===== src/rtl/lfr_pkg.sv =====
package lfr_pkg;
  localparam int COLOR_W = 8;
  localparam int HALF_W  = COLOR_W / 2;
  localparam int LANES   = 2;
  // marker(2) + 14 payload bits + parity(1)
  localparam int FRAME_W = 2 + COLOR_W + HALF_W + 2 + 1;
  localparam logic [1:0] MARKER = 2'b10;

  function automatic logic odd_fill(input logic [FRAME_W-2:0] body);
    return ~^body;
  endfunction
endpackage


===== src/rtl/lfr_lane_packer.sv =====
module lfr_lane_packer
  import lfr_pkg::*;
#(
  parameter int DROP_W = 2
) (
  input  logic               mode24,
  input  logic [COLOR_W-1:0] red,
  input  logic [COLOR_W-1:0] green,
  input  logic [COLOR_W-1:0] blue,
  input  logic               hsync,
  input  logic               vsync,
  input  logic               den,
  output logic [FRAME_W-1:0] frame0,
  output logic [FRAME_W-1:0] frame1
);
  logic [COLOR_W-1:0] keep;
  logic [COLOR_W-1:0] rm, gm, bm;
  logic [FRAME_W-2:0] body0, body1;

  generate
    if (DROP_W > 0) begin : g_drop
      assign keep = mode24 ? {COLOR_W{1'b1}}
                           : {{(COLOR_W-DROP_W){1'b1}}, {DROP_W{1'b0}}};
    end else begin : g_keep
      assign keep = {COLOR_W{1'b1}};
    end
  endgenerate

  assign rm = red   & keep;
  assign gm = green & keep;
  assign bm = blue  & keep;

  assign body0  = {MARKER, rm, gm[COLOR_W-1:HALF_W], hsync, 1'b0};
  assign body1  = {MARKER, gm[HALF_W-1:0], bm, vsync, den};
  assign frame0 = {body0, odd_fill(body0)};
  assign frame1 = {body1, odd_fill(body1)};
endmodule


===== src/rtl/lfr_lane_shift.sv =====
module lfr_lane_shift #(
  parameter int FW = 17
) (
  input  logic          clk,
  input  logic          rst,
  input  logic          load,
  input  logic          clear,
  input  logic [FW-1:0] frame,
  output logic          bit_o
);
  logic [FW-1:0] sh;

  always_ff @(posedge clk) begin
    if (rst)        sh <= '0;
    else if (load)  sh <= frame;
    else if (clear) sh <= '0;
    else            sh <= {sh[FW-2:0], 1'b0};
  end

  assign bit_o = sh[FW-1];
endmodule


===== src/rtl/lfr_clk_watch.sv =====
module lfr_clk_watch #(
  parameter int STOP_CYC = 64
) (
  input  logic clk,
  input  logic rst,
  input  logic rise,
  input  logic pd_n,
  output logic asleep
);
  localparam int CNT_W = $clog2(STOP_CYC + 1);
  localparam logic [CNT_W-1:0] LIMIT = CNT_W'(STOP_CYC);

  logic [CNT_W-1:0] idle;

  always_ff @(posedge clk) begin
    if (rst) begin
      idle   <= LIMIT;
      asleep <= 1'b1;
    end else begin
      if (rise)               idle <= '0;
      else if (idle != LIMIT) idle <= idle + 1'b1;

      if (!pd_n)              asleep <= 1'b1;
      else if (rise)          asleep <= 1'b0;
      else if (idle == LIMIT) asleep <= 1'b1;
    end
  end
endmodule


===== src/rtl/pixel_lane_framer.sv =====
module pixel_lane_framer
  import lfr_pkg::*;
#(
  parameter int STOP_CYC = 64,
  parameter int DROP_W   = 2
) (
  input  logic               clk,
  input  logic               rst,
  input  logic               pix_clk,
  input  logic               pd_n,
  input  logic               mode24,
  input  logic [COLOR_W-1:0] red,
  input  logic [COLOR_W-1:0] green,
  input  logic [COLOR_W-1:0] blue,
  input  logic               hsync,
  input  logic               vsync,
  input  logic               den,
  output logic               lane0,
  output logic               lane1,
  output logic               frame_start,
  output logic               asleep
);
  logic pclk_d;
  logic pix_rise;
  logic load;
  logic clear;
  logic [LANES-1:0][FRAME_W-1:0] frames;
  logic [LANES-1:0]              lane_bits;

  always_ff @(posedge clk) begin
    if (rst) begin
      pclk_d      <= 1'b1;
      frame_start <= 1'b0;
    end else begin
      pclk_d      <= pix_clk;
      frame_start <= load;
    end
  end

  assign pix_rise = pix_clk & ~pclk_d;
  assign load     = pix_rise & pd_n;
  assign clear    = ~pd_n | asleep;

  lfr_lane_packer #(.DROP_W(DROP_W)) u_pack (
    .mode24 (mode24),
    .red    (red),
    .green  (green),
    .blue   (blue),
    .hsync  (hsync),
    .vsync  (vsync),
    .den    (den),
    .frame0 (frames[0]),
    .frame1 (frames[1])
  );

  lfr_clk_watch #(.STOP_CYC(STOP_CYC)) u_watch (
    .clk    (clk),
    .rst    (rst),
    .rise   (pix_rise),
    .pd_n   (pd_n),
    .asleep (asleep)
  );

  generate
    for (genvar l = 0; l < LANES; l++) begin : g_lane
      lfr_lane_shift #(.FW(FRAME_W)) u_shift (
        .clk   (clk),
        .rst   (rst),
        .load  (load),
        .clear (clear),
        .frame (frames[l]),
        .bit_o (lane_bits[l])
      );
    end
  endgenerate

  assign lane0 = lane_bits[0];
  assign lane1 = lane_bits[1];
endmodule


===== config.mk =====
export PLATFORM = sky130hd
export DESIGN_NAME = pixel_lane_framer
export DESIGN_NICKNAME = d
export VERILOG_FILES = /design/src/rtl/lfr_pkg.sv /design/src/rtl/lfr_lane_packer.sv /design/src/rtl/lfr_lane_shift.sv /design/src/rtl/lfr_clk_watch.sv /design/src/rtl/pixel_lane_framer.sv
export SDC_FILE = /design/constraint.sdc
export NUM_CORES = 1
export LEC_CHECK = 0
export ABC_AREA = 0
export BUFFER_PORTS_ARGS = -buffer_cell sky130_fd_sc_hd__buf_2
export CAP_MARGIN = 20
export CELL_PAD_IN_SITES_DETAIL_PLACEMENT = 0
export CELL_PAD_IN_SITES_GLOBAL_PLACEMENT = 1
export CORE_ASPECT_RATIO = 0.5
export CORE_MARGIN = 3
export CORE_UTILIZATION = 44
export CTS_CLUSTER_SIZE = 20
export DETAILED_ROUTE_END_ITERATION = 7
export GPL_TIMING_DRIVEN = 0
export PLACE_DENSITY_LB_ADDON = 0.25
export SYNTH_ARGS = -nofsm -noshare
export SYNTH_HDL_FRONTEND = slang
export SYNTH_SLANG_ARGS = --single-unit

===== constraint.sdc =====
create_clock -name clk -period 2.7 [get_ports clk]
set_clock_uncertainty 0.2 [all_clocks]
set_input_delay 0.135 -clock clk [delete_from_list [all_inputs] [get_ports clk]]
set_output_delay 0.135 -clock clk [all_outputs]
set_load 0.02 [all_outputs]

Word level (Yosys, flattened, before mapping)
Cells that the tools add are included.
Widths: inputs -> output; s select.
{ "classes": {"addsub": 1, "n_eq_ne": 2, "muxes": 9, "n_bitwise": 8, "n_reduce_logical": 7} }
{ "ops": {"columns": ["op", "count"], "rows": [
  ["$mux 17", 4],
  ["$reduce_xnor 16->1", 2],
  ["$and 8x8->8", 3],
  ["$mux 7", 2],
  ["$add 7x1->7 const B", 1],
  ["$eq 7x7->1 const B", 1],
  ["$ne 7x7->1 const B", 1],
  ["$reduce_bool 2->1", 2],
  ["$reduce_or 2->1", 2],
  ["$reduce_or 3->1", 1],
  ["$and 1x1->1", 2],
  ["$mux 1", 2],
  ["$mux 2", 1],
  ["$not 1->1", 2],
  ["$or 1x1->1", 1]
]} }
{ "totals": {"register_bits": 44, "word_cells": 36} }

Longest topological paths before layout
{ "logic_depth": {"word_depth": 4, "depth_mapped": 7, "depth_no_buf": 7} }

Cells and area by module
Synthesis repeated with hierarchy kept, for this count alone.
{ "unflattened": {"hier_cells": 260, "hier_area_um2": 2332.2} }
{ "modules_own_cells": {"columns": ["mod", "instances", "cells_each", "area_each_um2"], "rows": [
  ["lfr_lane_shift", 2, 73, 686.9],
  ["lfr_lane_packer", 1, 61, 484.2],
  ["lfr_clk_watch", 1, 46, 392.9],
  ["pixel_lane_framer", 1, 7, 81.3]
]} }

Worst setup path after synthesis
OpenSTA, ideal clock, no wires.
{ "synth_timing": {"kind": "register to register", "from": "reg u_watch.idle[0]", "to": "reg u_watch.idle[1]", "setup_time_ns": 0.127, "arrival_time_ns": 1.111, "required_ns": 2.373, "slack_ns": 1.262, "stages_incl_launch_ff": 7, "path_buffers": 0, "period_less_slack_ns": 1.438, "path_cell_list": "dfxtp_1 inv_1 ha_1 nor4b_1 nand3b_1 a21oi_1 nor3_1"} }
{ "synth_between": {"elab_chain_cells": 1} }
{ "synth_lines": {"columns": ["item", "line_no", "source"], "rows": [
  ["from (decl)", "lfr_clk_watch.sv:13", "logic [CNT_W-1:0] idle;"],
  ["from (signal assigned)", "lfr_clk_watch.sv:21", "else if (idle != LIMIT) idle <= idle + 1'b1;"],
  ["$add 7x1->7 or $ne 7x7->1 (tied branches)", "lfr_clk_watch.sv:21", null]
]} }
Several ways; a longest one is shown, not always the timed one.
A chain may end at the register's enable or synchronous reset.

Worst setup path after layout
{ "layout_timing": {"from": "in pix_clk", "to": "reg g_lane[1].u_shift.sh[4]"} }
{ "layout_between": {"elab_chain_cells": 3} }
{ "layout_lines": {"columns": ["item", "line_no", "source"], "rows": [
  ["from (decl)", "pixel_lane_framer.sv:9", "input logic pix_clk,"],
  ["$and 1x1->1", "pixel_lane_framer.sv:40", "assign pix_rise = pix_clk & ~pclk_d;"],
  ["$and 1x1->1", "pixel_lane_framer.sv:41", "assign load = pix_rise & pd_n;"],
  ["$mux 17", "lfr_lane_shift.sv:15", "else if (load) sh <= frame;"],
  ["to (signal assigned)", "lfr_lane_shift.sv:15", null],
  ["to (signal assigned)", "lfr_lane_shift.sv:17", "else sh <= {sh[FW-2:0], 1'b0};"],
  ["to (decl)", "lfr_lane_shift.sv:11", "logic [FW-1:0] sh;"]
]} }
Every way passes these cells.

==> results_dict.tcl <==
set metrics [dict create \
    route.detailed.wl_per_inst_um 12.1 \
    clkSlewWorstSetupHoldPaths_ns 0.08 \
    dieArea_mm2 0.00462 \
    initial_utilization_pct 47.3 \
    layout_worst_path_cycle_share_pct 71.1 \
    timing.final.crit_period_ns 1.92 \
    post-route-worst-setup-slack_ns 0.781 \
    synthCells 147 \
    fp.dieW_um 93.1 \
    yosysWarnings 0 \
    numClockSinks 44 \
    crit-reg2reg-launch "pclk_d" \
    cts_tree "yes" \
    dp_hpwl_mm 2.21 \
    placement.cell_area_mm2 0.00191 \
    unrepaired_setup_endpoints_after_global_routing "false" \
    path_delay_family "buffers and inverters" \
    timing_worst_slew_pin_value_ns 0.444 \
    via_count_of_the_first_global_routing_pass 1247 \
    max_freq_mhz 521 \
    powerDensity_mw_per_mm2 593 \
    grt_antenna_before_repair 0 \
    final_antenna_net_count 0 \
    synthTopCellsByArea "dfxtp_1 (53%), a22o_1 (14%), xnor2_1 (11%), xor2_1 (4.2%), and2_1 (2.2%)" \
    grt.overflow.total 0 \
    synthToLayoutAreaGrowth_pct 38.7 \
    syn_avg_cell_area_um2 11.4 \
    grt_start_max_net_pins 14 \
    min_path_type "input pin to register" \
    clock_tree.buffer_depth 2 \
    post_cts_resize_count 0 \
    placementRows 15 \
    ir_drop_mv 0.329 \
    synth.lib_cells_used.distinct 24 \
    preCtsSetupSlack_ns 0.972 \
    vias_per_cell 4.65 \
    crit_path_max_fanout 10 \
    synth_async_sr_flop_share_pct 0 \
    static-leakage-power_nw 1.00 \
    iteration_count_of_the_initial_detailed_routing_pass 4 \
    synthDominantCellAreaShare_pct 52.7 \
    global_route_wire_length_before_repair_mm 5.66 \
    worst_setup_path_start_kind "input pin" \
    detail_route.wirelength_mm 3.29 \
    regArea_um2 881 \
    layout-drive-gt1-share_pct 22.7 \
    pin_count 36 \
    ys_ff_latch 44 \
    io_buffers 35 \
    final-max-slew-violation-count 0 \
    r2r.worst_path.cells 4 \
    clk_root_buffer_cell "clkbuf_8" \
    outcome "finished, final reports clean" \
    rr_endpoint "g_lane[1].u_shift.sh[4]" \
    finish.instance_area_mm2 0.00232 \
    multi_input_area_um2 753 \
    dpl.cell_count 233 \
    drc_violations 0 \
    worst_hold_path.num_cells 4 \
    final_instance_count_without_filler_cells 271 \
    deepest_level_of_the_cts_h_tree 2 \
    global_route.usage.total_pct 16.1 \
    worstHoldStart "pd_n" \
    n_fill_cell 321 \
    synth_flop_cell "dfxtp_1" \
    synth_edf_count 0 \
    crit_path_max_incr_delay_ns 0.53 \
    post_synth_instance_area_mm2 0.00167 \
    net_total_in_the_final_layout 253 \
    yosys.area.top_type "dfxtp_1" \
    min_to "u_watch.asleep" \
    crit_path_top_delay_cell "dlygate4sd3_1" \
    cts_inserted_buffers 5 \
    seq_area_frac_synth_pct 52.7 \
    fp.dieH_um 49.6 \
    utilization_pct 65.7 \
    clkLatencyLatePin_ns 0.29 \
    worst_ep_required_time_ns 2.74 \
    worst-r2r-setup-slack_ns 0.96 \
    max_cap_viol_count 0 \
    synthesis.nets 181 \
    tns_ns 0 \
    final_hold_violation_count 0 \
    num_antenna_cells 0 \
    setup.worst_path.end_class "register" \
    detail_route.iter0.violations 34 \
    detailroute.via_count 1261 \
    fp.coreArea_mm2 0.00353 \
    timing.critical_path.buf_inv 3 \
    setup_viol 0 \
    cp_cell_sequence "dlygate4sd3_1 -> buf_2 -> nor2b_1 -> nor3_1 -> clkbuf_1 -> a22o_1" \
    timing.setup.critical_path_class "input pin to register" \
    worst_ep_arrival_time_ns 1.95 \
    routabilityCongestion 0.760 \
    worst_slew_margin_rel_pct 70.4 \
]
==> layout by cell type, fill, tap and decap left out, drive strengths merged, types with 4 or more instances in the layout <==
cell type / instances
dfxtp: 44
buf: 40
dlygate4sd3: 30
a22o: 27
xnor2: 21
xor2: 8
nor2: 7
clkbuf: 7
and2: 6
nand2: 4
==> how the worst max path moves through the flow <==
| stage | startpoint | end | depth (start not counted) |
|---|---|---|---|
| finish | pix_clk | g_lane[1].u_shift.sh[4] | 6 |
| global route | pix_clk | g_lane[1].u_shift.sh[5] | 6 |
| CTS | pix_clk | g_lane[1].u_shift.sh[4] | 6 |
| detailed placement | pclk_d | g_lane[1].u_shift.sh[12] | 4 |
| global placement | pclk_d | g_lane[1].u_shift.sh[4] | 4 |
| floorplan | u_watch.idle[0] | u_watch.idle[1] | 6 |
==> kinds of logic (layout without fill, tap and decap cells) <==
| kind of cell | after synthesis | after routing | share of synthesized area, % |
|---|---|---|---|
| fa+ha+maj | 2 | 2 | 1.50 |
| flops | 44 | 44 | 52.7 |
| buf+inv | 8 | 81 | 2.17 |
| xor+xnor | 30 | 30 | 16.6 |
| compound gates | 32 | 32 | 16.1 |
| simple gates | 31 | 31 | 10.9 |
==> layout make-up <==
type	instances	area share (%)
timing repair buffer	65	20.5
inverter	2	0.324
buffer	6	1.24
clock inverter	2	1.51
tap	51	2.75
multi-input combinational	95	32.5
sequential	44	38.0
clock buffer	6	3.13
==> per-layer routing <==
layer	vias up	track usage, %	part of all wire (%)
met5	-	0	0
li1	650	-	-
met1	589	20.0	47
met2	19	25.0	48
met3	3	7.93	4.0
met4	0	4.38	0.82
==> cell usage after synthesis, types with 2 or more instances <==
master    n
and3_1    2
a21o_1    2
dfxtp_1  44
nand3_1   3
inv_1     2
a22o_1   27
buf_2     5
xnor2_1  21
xor2_1    8
nor3_1    3
nand2_1   4
nor2_1    7
and2_1    6
a21oi_1   2
ha_1      2
==> state kept, by name, summed over array words and instances, names as in the netlist <==
signal	flops
pclk_d	1
u_watch.idle	7
u_watch.asleep	1
g_lane.u_shift.sh	34
frame_start	1
==> tightest hold or removal path: stages <==
cell and delay (ns):
buf_2 0.11, nand2b_4 0.08, nor2_1 0.06, a21oi_1 0.11
==> timing repair <==
item                                   in CTS  in global routing
endpoints found under the hold margin      31                  0
hold buffers                               30                  0
setup buffers                               0                  0
==> stage by stage <==
stage	hold WS [ns]	power (mW)
floorplan	0.0124	0.815
global placement	0.147	0.868
detailed placement	0.158	0.870
CTS	0.0348	1.40
global route	0.0790	1.46
finish	0.0469	1.37
==> where the power goes <==
group          total (mW)  leakage, nW  switching, mW  internal, mW
clock               0.488       0.0552          0.213         0.274
combinational       0.212        0.589         0.0863         0.126
sequential          0.675        0.356         0.0123         0.663
(Power assumes the default switching activity.)
